==> config.mk <==
export PLATFORM = sky130hd
export DESIGN_NAME = flash_cmd_seq
export DESIGN_NICKNAME = d
export VERILOG_FILES = /design/src/rtl/flash_cmd_seq.sv
export SDC_FILE = /design/constraint.sdc
export NUM_CORES = 1
export LEC_CHECK = 0
export ABC_CLOCK_PERIOD_IN_PS = 3300
export BUFFER_PORTS_ARGS = -buffer_cell sky130_fd_sc_hd__buf_4
export CAP_MARGIN = 20
export CORE_UTILIZATION = 57
export DETAILED_ROUTE_END_ITERATION = 10
export PLACE_DENSITY = 0.76
export SLEW_MARGIN = 10
export SYNTH_ARGS = -nofsm -noshare
export SYNTH_HDL_FRONTEND = slang
export SYNTH_SLANG_ARGS = --single-unit
export TNS_END_PERCENT = 20
==> constraint.sdc <==
create_clock -name clk -period 3.3 [get_ports clk]
set_clock_uncertainty 0.1 [all_clocks]
set_input_delay 0.33 -clock clk [delete_from_list [all_inputs] [get_ports clk]]
set_output_delay 0.33 -clock clk [all_outputs]
set_load 0.02 [all_outputs]
==> src/rtl/flash_cmd_seq.sv <==
module flash_cmd_seq (
  input  logic        clk,
  input  logic        rst_n,
  input  logic        quad_lanes,
  input  logic        addr_we,
  input  logic [31:0] addr_wdata,
  input  logic        cmd_we,
  input  logic [31:0] cmd_wdata,
  input  logic        tx_valid,
  input  logic [7:0]  tx_data,
  output logic        tx_ready,
  output logic        rx_valid,
  output logic [7:0]  rx_data,
  input  logic        rx_ack,
  output logic        busy,
  output logic        sck,
  output logic        cs_n,
  output logic [3:0]  io_out,
  output logic [3:0]  io_oe,
  input  logic [3:0]  io_in
);
  localparam int LEN_W = 14;

  typedef enum logic [2:0] {S_IDLE, S_OPC, S_ADR, S_INT, S_DAT, S_FIN} st_t;

  st_t              st, nst;
  logic [LEN_W-1:0] rem, nrem, len, tx_left;
  logic [2:0]       slot, last_slot, na, ni, c_na;
  logic             half, dout, wide, quad_r, tx_full;
  logic [7:0]       sh, nsh, src, shifted, tx_hold, abyte;
  logic [31:0]      adr;
  logic [1:0]       asel;
  logic [3:0]       drv_out, drv_oe;
  logic             in_dat, wide_now, load_tx, stall;

  assign busy     = (st != S_IDLE);
  assign tx_ready = (tx_left != '0) && !tx_full;

  assign in_dat    = (st == S_DAT);
  assign wide_now  = in_dat && wide;
  assign last_slot = wide_now ? (quad_r ? 3'd1 : 3'd3) : 3'd7;
  assign load_tx   = in_dat && dout && (slot == 3'd0);
  assign stall     = in_dat && (slot == 3'd0) && (dout ? !tx_full : rx_valid);
  assign src       = load_tx ? tx_hold : sh;

  wire [2:0] c_ff = cmd_wdata[23:21];
  assign c_na = (c_ff <= 3'd1) ? 3'd0 : (c_ff >= 3'd5) ? 3'd4 : c_ff - 3'd1;

  assign asel  = (st == S_OPC) ? 2'(na - 3'd1) : 2'(rem - 14'd2);
  assign abyte = adr[{asel, 3'b000} +: 8];

  always_comb begin
    if (wide_now && quad_r)  shifted = {sh[3:0], io_in};
    else if (wide_now)       shifted = {sh[5:0], io_in[1:0]};
    else                     shifted = {sh[6:0], io_in[1]};
  end

  always_comb begin
    if (in_dat && !dout) begin
      drv_out = 4'b0000;
      drv_oe  = wide ? 4'b0000 : 4'b0001;
    end else if (wide_now && quad_r) begin
      drv_out = src[7:4];
      drv_oe  = 4'b1111;
    end else if (wide_now) begin
      drv_out = {2'b00, src[7:6]};
      drv_oe  = 4'b0011;
    end else begin
      drv_out = {3'b000, src[7]};
      drv_oe  = 4'b0001;
    end
  end

  always_comb begin
    nst  = st;
    nrem = rem - 1'b1;
    nsh  = 8'h00;
    if (st == S_ADR && rem > 14'd1) begin
      nsh = abyte;
    end else if ((st == S_INT || st == S_DAT) && rem > 14'd1) begin
      nsh = 8'h00;
    end else if (st == S_OPC && na != 3'd0) begin
      nst  = S_ADR;
      nrem = 14'(na);
      nsh  = abyte;
    end else if ((st == S_OPC || st == S_ADR) && ni != 3'd0) begin
      nst  = S_INT;
      nrem = 14'(ni);
    end else if (st != S_DAT && len != '0) begin
      nst  = S_DAT;
      nrem = len;
    end else begin
      nst = S_FIN;
    end
  end

  always_ff @(posedge clk or negedge rst_n) begin
    if (!rst_n) begin
      st <= S_IDLE; rem <= '0; len <= '0; tx_left <= '0;
      slot <= '0; na <= '0; ni <= '0; half <= 1'b0;
      dout <= 1'b0; wide <= 1'b0; quad_r <= 1'b0;
      sh <= '0; adr <= '0; tx_hold <= '0; tx_full <= 1'b0;
      rx_data <= '0; rx_valid <= 1'b0;
      sck <= 1'b0; cs_n <= 1'b1; io_out <= '0; io_oe <= '0;
    end else begin
      if (tx_valid && tx_ready) begin
        tx_hold <= tx_data;
        tx_full <= 1'b1;
        tx_left <= tx_left - 1'b1;
      end
      if (rx_ack && rx_valid) rx_valid <= 1'b0;
      case (st)
        S_IDLE: begin
          if (addr_we) adr <= addr_wdata;
          if (cmd_we) begin
            st      <= S_OPC;
            rem     <= 14'd1;
            sh      <= cmd_wdata[31:24];
            len     <= cmd_wdata[13:0];
            dout    <= cmd_wdata[15];
            ni      <= cmd_wdata[18:16];
            wide    <= (cmd_wdata[20:19] != 2'b00);
            na      <= c_na;
            quad_r  <= quad_lanes;
            tx_left <= cmd_wdata[15] ? cmd_wdata[13:0] : '0;
            slot    <= '0;
            half    <= 1'b0;
            cs_n    <= 1'b0;
          end
        end
        S_FIN: begin
          st     <= S_IDLE;
          cs_n   <= 1'b1;
          sck    <= 1'b0;
          io_out <= '0;
          io_oe  <= '0;
        end
        default: begin
          if (!half) begin
            sck <= 1'b0;
            if (!stall) begin
              io_out <= drv_out;
              io_oe  <= drv_oe;
              sh     <= src;
              half   <= 1'b1;
              if (load_tx) tx_full <= 1'b0;
            end
          end else begin
            sck  <= 1'b1;
            half <= 1'b0;
            if (slot == last_slot) begin
              slot <= '0;
              st   <= nst;
              rem  <= nrem;
              sh   <= nsh;
              if (in_dat && !dout) begin
                rx_data  <= shifted;
                rx_valid <= 1'b1;
              end
            end else begin
              slot <= slot + 1'b1;
              sh   <= shifted;
            end
          end
        end
      endcase
    end
  end

  AST_START_BUSY: assert property (@(posedge clk) disable iff (!rst_n)
    (cmd_we && !busy) |=> (busy && !cs_n));
  AST_IDLE_QUIET: assert property (@(posedge clk) disable iff (!rst_n)
    !busy |-> (cs_n && !sck));
  AST_SCK_ONE_CYCLE: assert property (@(posedge clk) disable iff (!rst_n)
    sck |=> !sck);
  AST_TX_STALL: assert property (@(posedge clk) disable iff (!rst_n)
    (in_dat && dout && !tx_full && slot == 3'd0 && !half) |=> !sck);
  AST_RX_HOLD: assert property (@(posedge clk) disable iff (!rst_n)
    (rx_valid && !rx_ack) |=> (rx_valid && $stable(rx_data)));
  AST_CMD_IGNORED: assert property (@(posedge clk) disable iff (!rst_n)
    (busy && cmd_we) |=> $stable({len, na, ni, dout, wide}));
endmodule

==> flow_summary.json, run 1 <==
{
  "final_layout_size_suffix_gt1_share_pct": 31.8,
  "timing_worst_setup_path_type": "reg -> reg",
  "final_number_of_hold_violating_endpoints": 0,
  "detailedRoute.firstPassIterationCount": 7,
  "ys_seq_area_share_pct": 46.2,
  "worstHoldPathType": "in -> reg",
  "routed_wire_length_per_instance_um": 18.4,
  "final_area_mm2": 0.00832,
  "design.core.area_mm2": 0.0115,
  "synth-edff-count": 0,
  "die_h_um": 111,
  "arrival_ns": 3.05,
  "postSynthAreaPerCell_um2": 10.7,
  "critPathMaxFanout": 17,
  "postCtsSetupRepairBufs": 0,
  "gp_congestion": 0.864,
  "areaGrowthSynthToFinish_pct": 22.8,
  "io_buffers": 102,
  "tritoncts_num_sinks": 125,
  "ys_warn_count": 0,
  "dominantRegCellSynth": "dfrtp_1",
  "grt_max_degree": 86,
  "internal_dissipation_mw": 5.17,
  "run_status": "complete, but fails checks",
  "clk_pin_slew_worst_paths_ns": 0.06,
  "swShare_pct": 37.5,
  "drv.max_cap_violation_count": 0,
  "diodes": 0,
  "boundaryPins": 104,
  "clock_path_buffers": 2,
  "clk_lat_worst_skew_ns": 0.41,
  "fmax_ghz": 0.345,
  "critPathLaunchType": "flip-flop",
  "routed-via-count": 5442,
  "globalRoute.totalOverflow": 0,
  "gr-usage-all-layers_pct": 28.2,
  "ir_drop_mv": 0.548,
  "start_util_pct": 58.8,
  "r2r_cells": 6,
  "detailedRoute.firstIterationViolations": 412,
  "grt_pass1_vias": 5524,
  "holdBufCountCts": 2,
  "pwr-share-seq_pct": 35.1,
  "global_route_wire_length_before_repair_um": 27200,
  "maxSlewViolCount": 0,
  "final_common_cell": "dfrtp_1",
  "postCtsResizedCells": 0,
  "cts_root_buf": "clkbuf_16",
  "synth_nets": 725,
  "final.fill_count": 820,
  "synth-seq-cells": 125,
  "detail_route.wirelength_um": 16400,
  "critical_path_end_type": "flip-flop",
  "post_drt_via_cell_ratio": 6.12,
  "violations": "design-rule violations",
  "antenna_violations_before_repair": 0,
  "postSynthCellCount": 634,
  "worst_hold_path.num_cells": 2,
  "ys_async_sr_fraction_pct": 100,
  "layout_common_cells": "dfrtp_1, buf_4, mux2_2",
  "layout.nets": 824,
  "yosys.cell_types.count": 72,
  "setup_tns_ns": 0,
  "power_density_mw_per_mm2": 995,
  "standard_cell_rows": 39,
  "netlist_area_mm2": 0.00677,
  "p_comb_share_pct": 40.0,
  "placed_instance_area_mm2": 0.00763,
  "cts_tree": "yes",
  "required_ns": 3.45,
  "slew_headroom_pct": 36.5,
  "final_period_minus_worst_setup_slack_ns": 2.90,
  "setup_violations": 0,
  "power_leakage_nw": 3.71,
  "tightestPinTransition_ns": 0.949,
  "cts-buffers-inserted": 17,
  "fin_crit_sh_pct": 87.9,
  "unrepaired_setup_endpoints_after_global_routing": "false",
  "p_total_mw": 8.27,
  "pwr-share-clk_pct": 24.9,
  "detailedPlacementHpwl_um": 11500,
  "die_w_um": 111,
  "net-switching-power_mw": 3.10,
  "remaining_drc_errors": 6,
  "drtAntennaViolNets": 0,
  "cts-htree-levels": 4,
  "die_area_mm2": 0.0123
}
-- power by group through the flow --
stage / Clock [mW] / Combinational [mW] / Sequential, mW
after floorplan: 0 / 2.61 / 2.66
after global placement: 0 / 3.17 / 2.86
after detailed placement: 0 / 3.27 / 2.90
after CTS: 2.08 / 3.31 / 2.89
after global routing: 2.16 / 3.63 / 3.00
final: 2.06 / 3.31 / 2.90
-- registers in the layout, indices dropped and copies added (netlist names), 3 cells and up --
name / cells
adr: 32
len: 14
rem: 14
tx_left: 14
rx_data: 8
sh: 8
tx_hold: 8
io_out: 4
io_oe: 3
na: 3
ni: 3
slot: 3
st: 3
-- final timing paths --
path	slack, ns	startpoint	to
max	0.40	st[0]	sh[6]
min reg2reg	0.39	io_oe[1]	io_oe[1]
min in group asynchronous	0.34	rst_n	tx_left[10]
max reg2reg	0.40	st[0]	sh[6]
min	0.05	tx_data[1]	tx_hold[1]
max in group asynchronous	1.90	rst_n	rem[13]
-- final cells by class --
cell class / instances / area (um2) / area share, %
clock inverters: 8 / 153 / 1.84
flip-flops and latches: 125 / 3130 / 37.6
multi-input cells: 447 / 3360 / 40.4
well taps: 143 / 179 / 2.15
inverters: 26 / 97.6 / 1.17
clock buffers: 24 / 512 / 6.15
repair buffers: 116 / 888 / 10.7
-- cells by family after synthesis --
family,Yosys count,share of synthesized area [%]
AO/OA/AOI/OAI,154,15.9
flip-flops,125,46.2
adder cells (fa/ha/maj),8,1.48
buffers and inverters,62,4.19
AND/OR/NAND/NOR,159,12.7
multiplexers,106,17.0
XOR/XNOR,20,2.59
-- cells in the mapped netlist (3+ instances only) --
library cell	instances	area [um2]
a211o_1	8	70.1
a21o_1	4	30.0
a21oi_1	49	245
a21oi_2	3	26.3
a221oi_1	13	114
a22o_1	3	26.3
a31oi_1	5	31.3
a41oi_1	3	26.3
and2_1	3	18.8
buf_2	11	55.1
buf_4	6	45.0
clkbuf_1	17	63.8
dfrtp_1	124	3100
ha_1	8	100
inv_1	26	97.6
mux2_2	69	777
mux2i_1	36	360
nand2_1	34	128
nand2b_1	6	37.5
nand3_1	4	20.0
nand4_1	4	25.0
nor2_1	49	184
nor2b_1	5	31.3
nor3_1	20	100
nor4_1	8	50.1
o21ai_0	23	115
o22ai_1	9	56.3
o2bb2ai_1	4	35.0
or3_1	5	31.3
xnor2_1	15	131
xor2_1	5	43.8
-- per-layer routing --
metal,global-route usage [%],up-vias,routed length (um)
li1,-,2530,-
met1,35.4,2703,6900
met2,48.0,179,8210
met3,6.29,30,886
met4,10.2,0,376
met5,0,-,0
-- worst max-delay path: stages (launching register included) --
cell and delay (ns):
dfrtp_1 0.67, and4bb_2 0.32, nor4b_2 0.18, nor2_1 0.73, a21oi_2 0.21, a221oi_1 0.44, a221oi_1 0.09
-- per-stage QoR --
step                hold WS, ns  instances  worst slack [ns]  util (%)
finish                   0.0468        889             0.399      72.2
global route             0.0336        889             0.199      72.2
CTS                      0.0296        889             0.478      72.2
detailed placement        0.247        855             0.501      66.3
global placement          0.241        855             0.554      66.3
floorplan               -0.0656        634             0.812         -
No activity file was read; power rests on OpenSTA's default activity.
==> inputs of run 2 (changes only) <==
ABC_AREA = 1   (was unset)
CORE_UTILIZATION = 58   (was 57)
PLACE_DENSITY = 0.77   (was 0.76)
==> flow_summary.json, run 2 <==
{
  "finish.utilization_pct": 73.3,
  "p_total_mw": 8.65,
  "worst_hold_startpoint": "tx_data[6]",
  "global_route_wire_length_before_repair_um": 29400,
  "ys_seq_area_share_pct": 45.3,
  "slew_headroom_pct": 43.3,
  "cts_root_buf": "clkbuf_16",
  "remaining_drc_errors": 4,
  "antenna_violations_before_repair": 0,
  "start_util_pct": 60.0,
  "io_buffers": 102,
  "final_layout_size_suffix_gt1_share_pct": 19.8,
  "detailedRoute.firstPassIterationCount": 9,
  "timing.critical_path.slowest_stage_cell": "dfrtp_1",
  "run_status": "complete, but fails checks",
  "r2r_cells": 12,
  "largest_register_ffs": 32,
  "synth_area_leaders": "dfrtp_1, nand2_1, o21ai_0",
  "cp_slowest_stage_delay_ns": 0.42,
  "drtAntennaViolNets": 0,
  "gr-usage-all-layers_pct": 30.5,
  "cts-htree-levels": 4,
  "cts-buffers-inserted": 17,
  "routed-via-count": 6271,
  "critPathLaunchType": "flip-flop",
  "cp_common_cell": "nand2_2",
  "synth_nets": 999,
  "multi_input_area_mm2": 0.00328,
  "ys_async_sr_fraction_pct": 100,
  "synth_area_leader_cell": "dfrtp_1",
  "setup_violations": 0,
  "drv.max_cap_violation_count": 0,
  "arrival_ns": 2.69,
  "critPathMaxFanout": 14,
  "design.core.area_mm2": 0.0115,
  "diodes": 0,
  "synth_top_cells_by_count": "nand2_1, dfrtp_1, nor2_1, inv_1, o21ai_0",
  "tightestPinTransition_ns": 0.843,
  "regToRegEndpoint": "rx_data[1]",
  "worst_hold_path.num_cells": 3,
  "postSynthAreaPerCell_um2": 7.61,
  "clk_pin_slew_worst_paths_ns": 0.06,
  "final.fill_count": 911,
  "layout_common_cells": "nand2_1, dfrtp_1, buf_4",
  "netlist_area_mm2": 0.00691,
  "ff_latch_area_mm2": 0.00313,
  "cp_cell_sequence": "inv_2 > nand3_4 > nor2_2 > nand2_2 > nand2_1 > nand2_2 > nor2_8 > nand2_4 > inv_4 > nand2_2 > nand2_1 > o21ai_2",
  "postCtsSetupRepairBufs": 0,
  "setup_tns_ns": 0,
  "dominantRegCellSynth": "dfrtp_1",
  "swShare_pct": 44.6,
  "cts_tree": "yes",
  "cp.buffers_inverters": 2,
  "layout.nets": 1112,
  "routed_wire_length_per_instance_um": 14.9,
  "die_area_mm2": 0.0124,
  "die_h_um": 111,
  "largest-register": "adr",
  "crit_family": "simple AND/OR/NAND/NOR gates",
  "yosysMostFrequentCell": "nand2_1",
  "worstHoldPathType": "in -> reg",
  "synth-edff-count": 0,
  "globalRoute.totalOverflow": 0,
  "areaGrowthSynthToFinish_pct": 22.3,
  "critical_path_end_type": "flip-flop",
  "timing_worst_setup_path_type": "reg -> reg",
  "tritoncts_num_sinks": 125,
  "worstHoldEndpoint": "tx_hold[6]",
  "detailedRoute.firstIterationViolations": 449,
  "fmax_ghz": 0.403,
  "clk_lat_worst_skew_ns": 0.43,
  "fin_crit_sh_pct": 75.2,
  "yosys.cell_types.count": 43,
  "pwr-share-clk_pct": 20.7,
  "post_drt_via_cell_ratio": 5.33,
  "maxSlewViolCount": 0,
  "postSynthCellCount": 908,
  "gp_congestion": 0.922,
  "power_leakage_nw": 4.41,
  "final_period_minus_worst_setup_slack_ns": 2.48,
  "reg2reg_slack_ns": 0.82,
  "p_comb_share_pct": 47.9,
  "grt_max_degree": 50,
  "final_common_cell": "nand2_1",
  "boundaryPins": 104,
  "pwr-share-seq_pct": 31.4,
  "grt_pass1_vias": 6110,
  "required_ns": 3.51,
  "internal_dissipation_mw": 4.79,
  "detailedPlacementHpwl_um": 12500,
  "clock_path_buffers": 2,
  "power_density_mw_per_mm2": 1020,
  "detail_route.wirelength_um": 17500,
  "ys_warn_count": 0,
  "violations": "design-rule violations",
  "standard_cell_rows": 39,
  "final_number_of_hold_violating_endpoints": 0,
  "synth-seq-cells": 125,
  "die_w_um": 111,
  "regToRegStartpoint": "st[0]",
  "ir_drop_mv": 0.548,
  "unrepaired_setup_endpoints_after_global_routing": "false",
  "synthDominantCellAreaShare_pct": 44.9,
  "net-switching-power_mw": 3.86,
  "worst-path-stages": 12
}
run 2: cell types whose count changed after synthesis, sizes merged, moves of 7 or more:
cell	change
xor2	+11
mux2i	-37
a221oi	-13
nor2	+55
xnor2	-8
nand2	+260
nand3	+36
a21oi	-21
clkbuf	-8
o21ai	+63
nor3	-7
inv	+75
a211o	-8
mux2	-46
run 2: worst max-delay path by stage:
| stage | endpoint | slack [ns] | from |
|---|---|---|---|
| 2_1_floorplan | rem[12] | 1.39 | rem[0] |
| 3_3_place_gp | rem[5] | 0.88 | rem[0] |
| 3_5_place_dp | rem[12] | 0.85 | rem[0] |
| 4_1_cts | rem[12] | 0.82 | rem[0] |
| 5_1_grt | rem[12] | 0.60 | rem[0] |
| 6_report | rx_data[1] | 0.82 | st[0] |
run 2: power groups by stage:
stage,logic [mW],registers [mW],clock network [mW]
6_report,4.14,2.72,1.79
4_1_cts,4.10,2.70,1.81
2_1_floorplan,3.07,2.64,0
5_1_grt,4.71,2.80,1.89
3_5_place_dp,4.04,2.71,0
3_3_place_gp,3.97,2.70,0
run 2: cell type report:
class / count / share of cell area [%]
clock buffers: 20 / 5.41
clock inverters: 12 / 1.36
inverters: 101 / 4.52
multi-input cells: 660 / 38.9
flip-flops and latches: 125 / 37.0
well taps: 143 / 2.12
repair buffers: 116 / 10.7
run 2: metrics by stage:
| step | setup slack, ns | std cells | area, um2 | hold slack [ns] |
|---|---|---|---|---|
| final | 0.819 | 1177 | 8450 | 0.0133 |
| after global routing | 0.599 | 1177 | 8450 | 0.00476 |
| after CTS | 0.823 | 1177 | 8450 | 0.00936 |
| after detailed placement | 0.847 | 1138 | 7800 | 0.267 |
| after global placement | 0.883 | 1138 | 7800 | 0.273 |
| after floorplan | 1.39 | 908 | 6910 | -0.0656 |
run 2: kinds of logic after synthesis:
logic type / synth area share (%)
xor gates and xnor gates: 2.92
buffers and inverters: 7.17
and+or+nand+nor: 28.3
muxes: 3.75
DFF: 45.3
AOI/OAI and AO/OA: 11.2
adders and majority gates: 1.45
run 2: timing repair:
item,4_1_cts,5_1_grt
endpoints found under the hold margin,50,0
resized for setup,0,0
hold buffers,7,0
run 2: worst reg2reg max path, delay by kind of cell (launching register included):
| family | cells | cell delay, ns |
|---|---|---|
| DFF | 1 | 0.42 |
| AOI/OAI and AO/OA | 1 | 0.06 |
| and+or+nand+nor | 9 | 1.58 |
| buffers and inverters | 2 | 0.21 |
run 2: layer usage:
metal / global-route usage [%] / share of wire [%] / vias to the layer above
li1: - / - / 3132
met1: 41.0 / 45 / 2885
met2: 47.7 / 46 / 229
met3: 9.46 / 8.1 / 25
met4: 8.83 / 1.3 / 0
met5: 0 / 0 / -
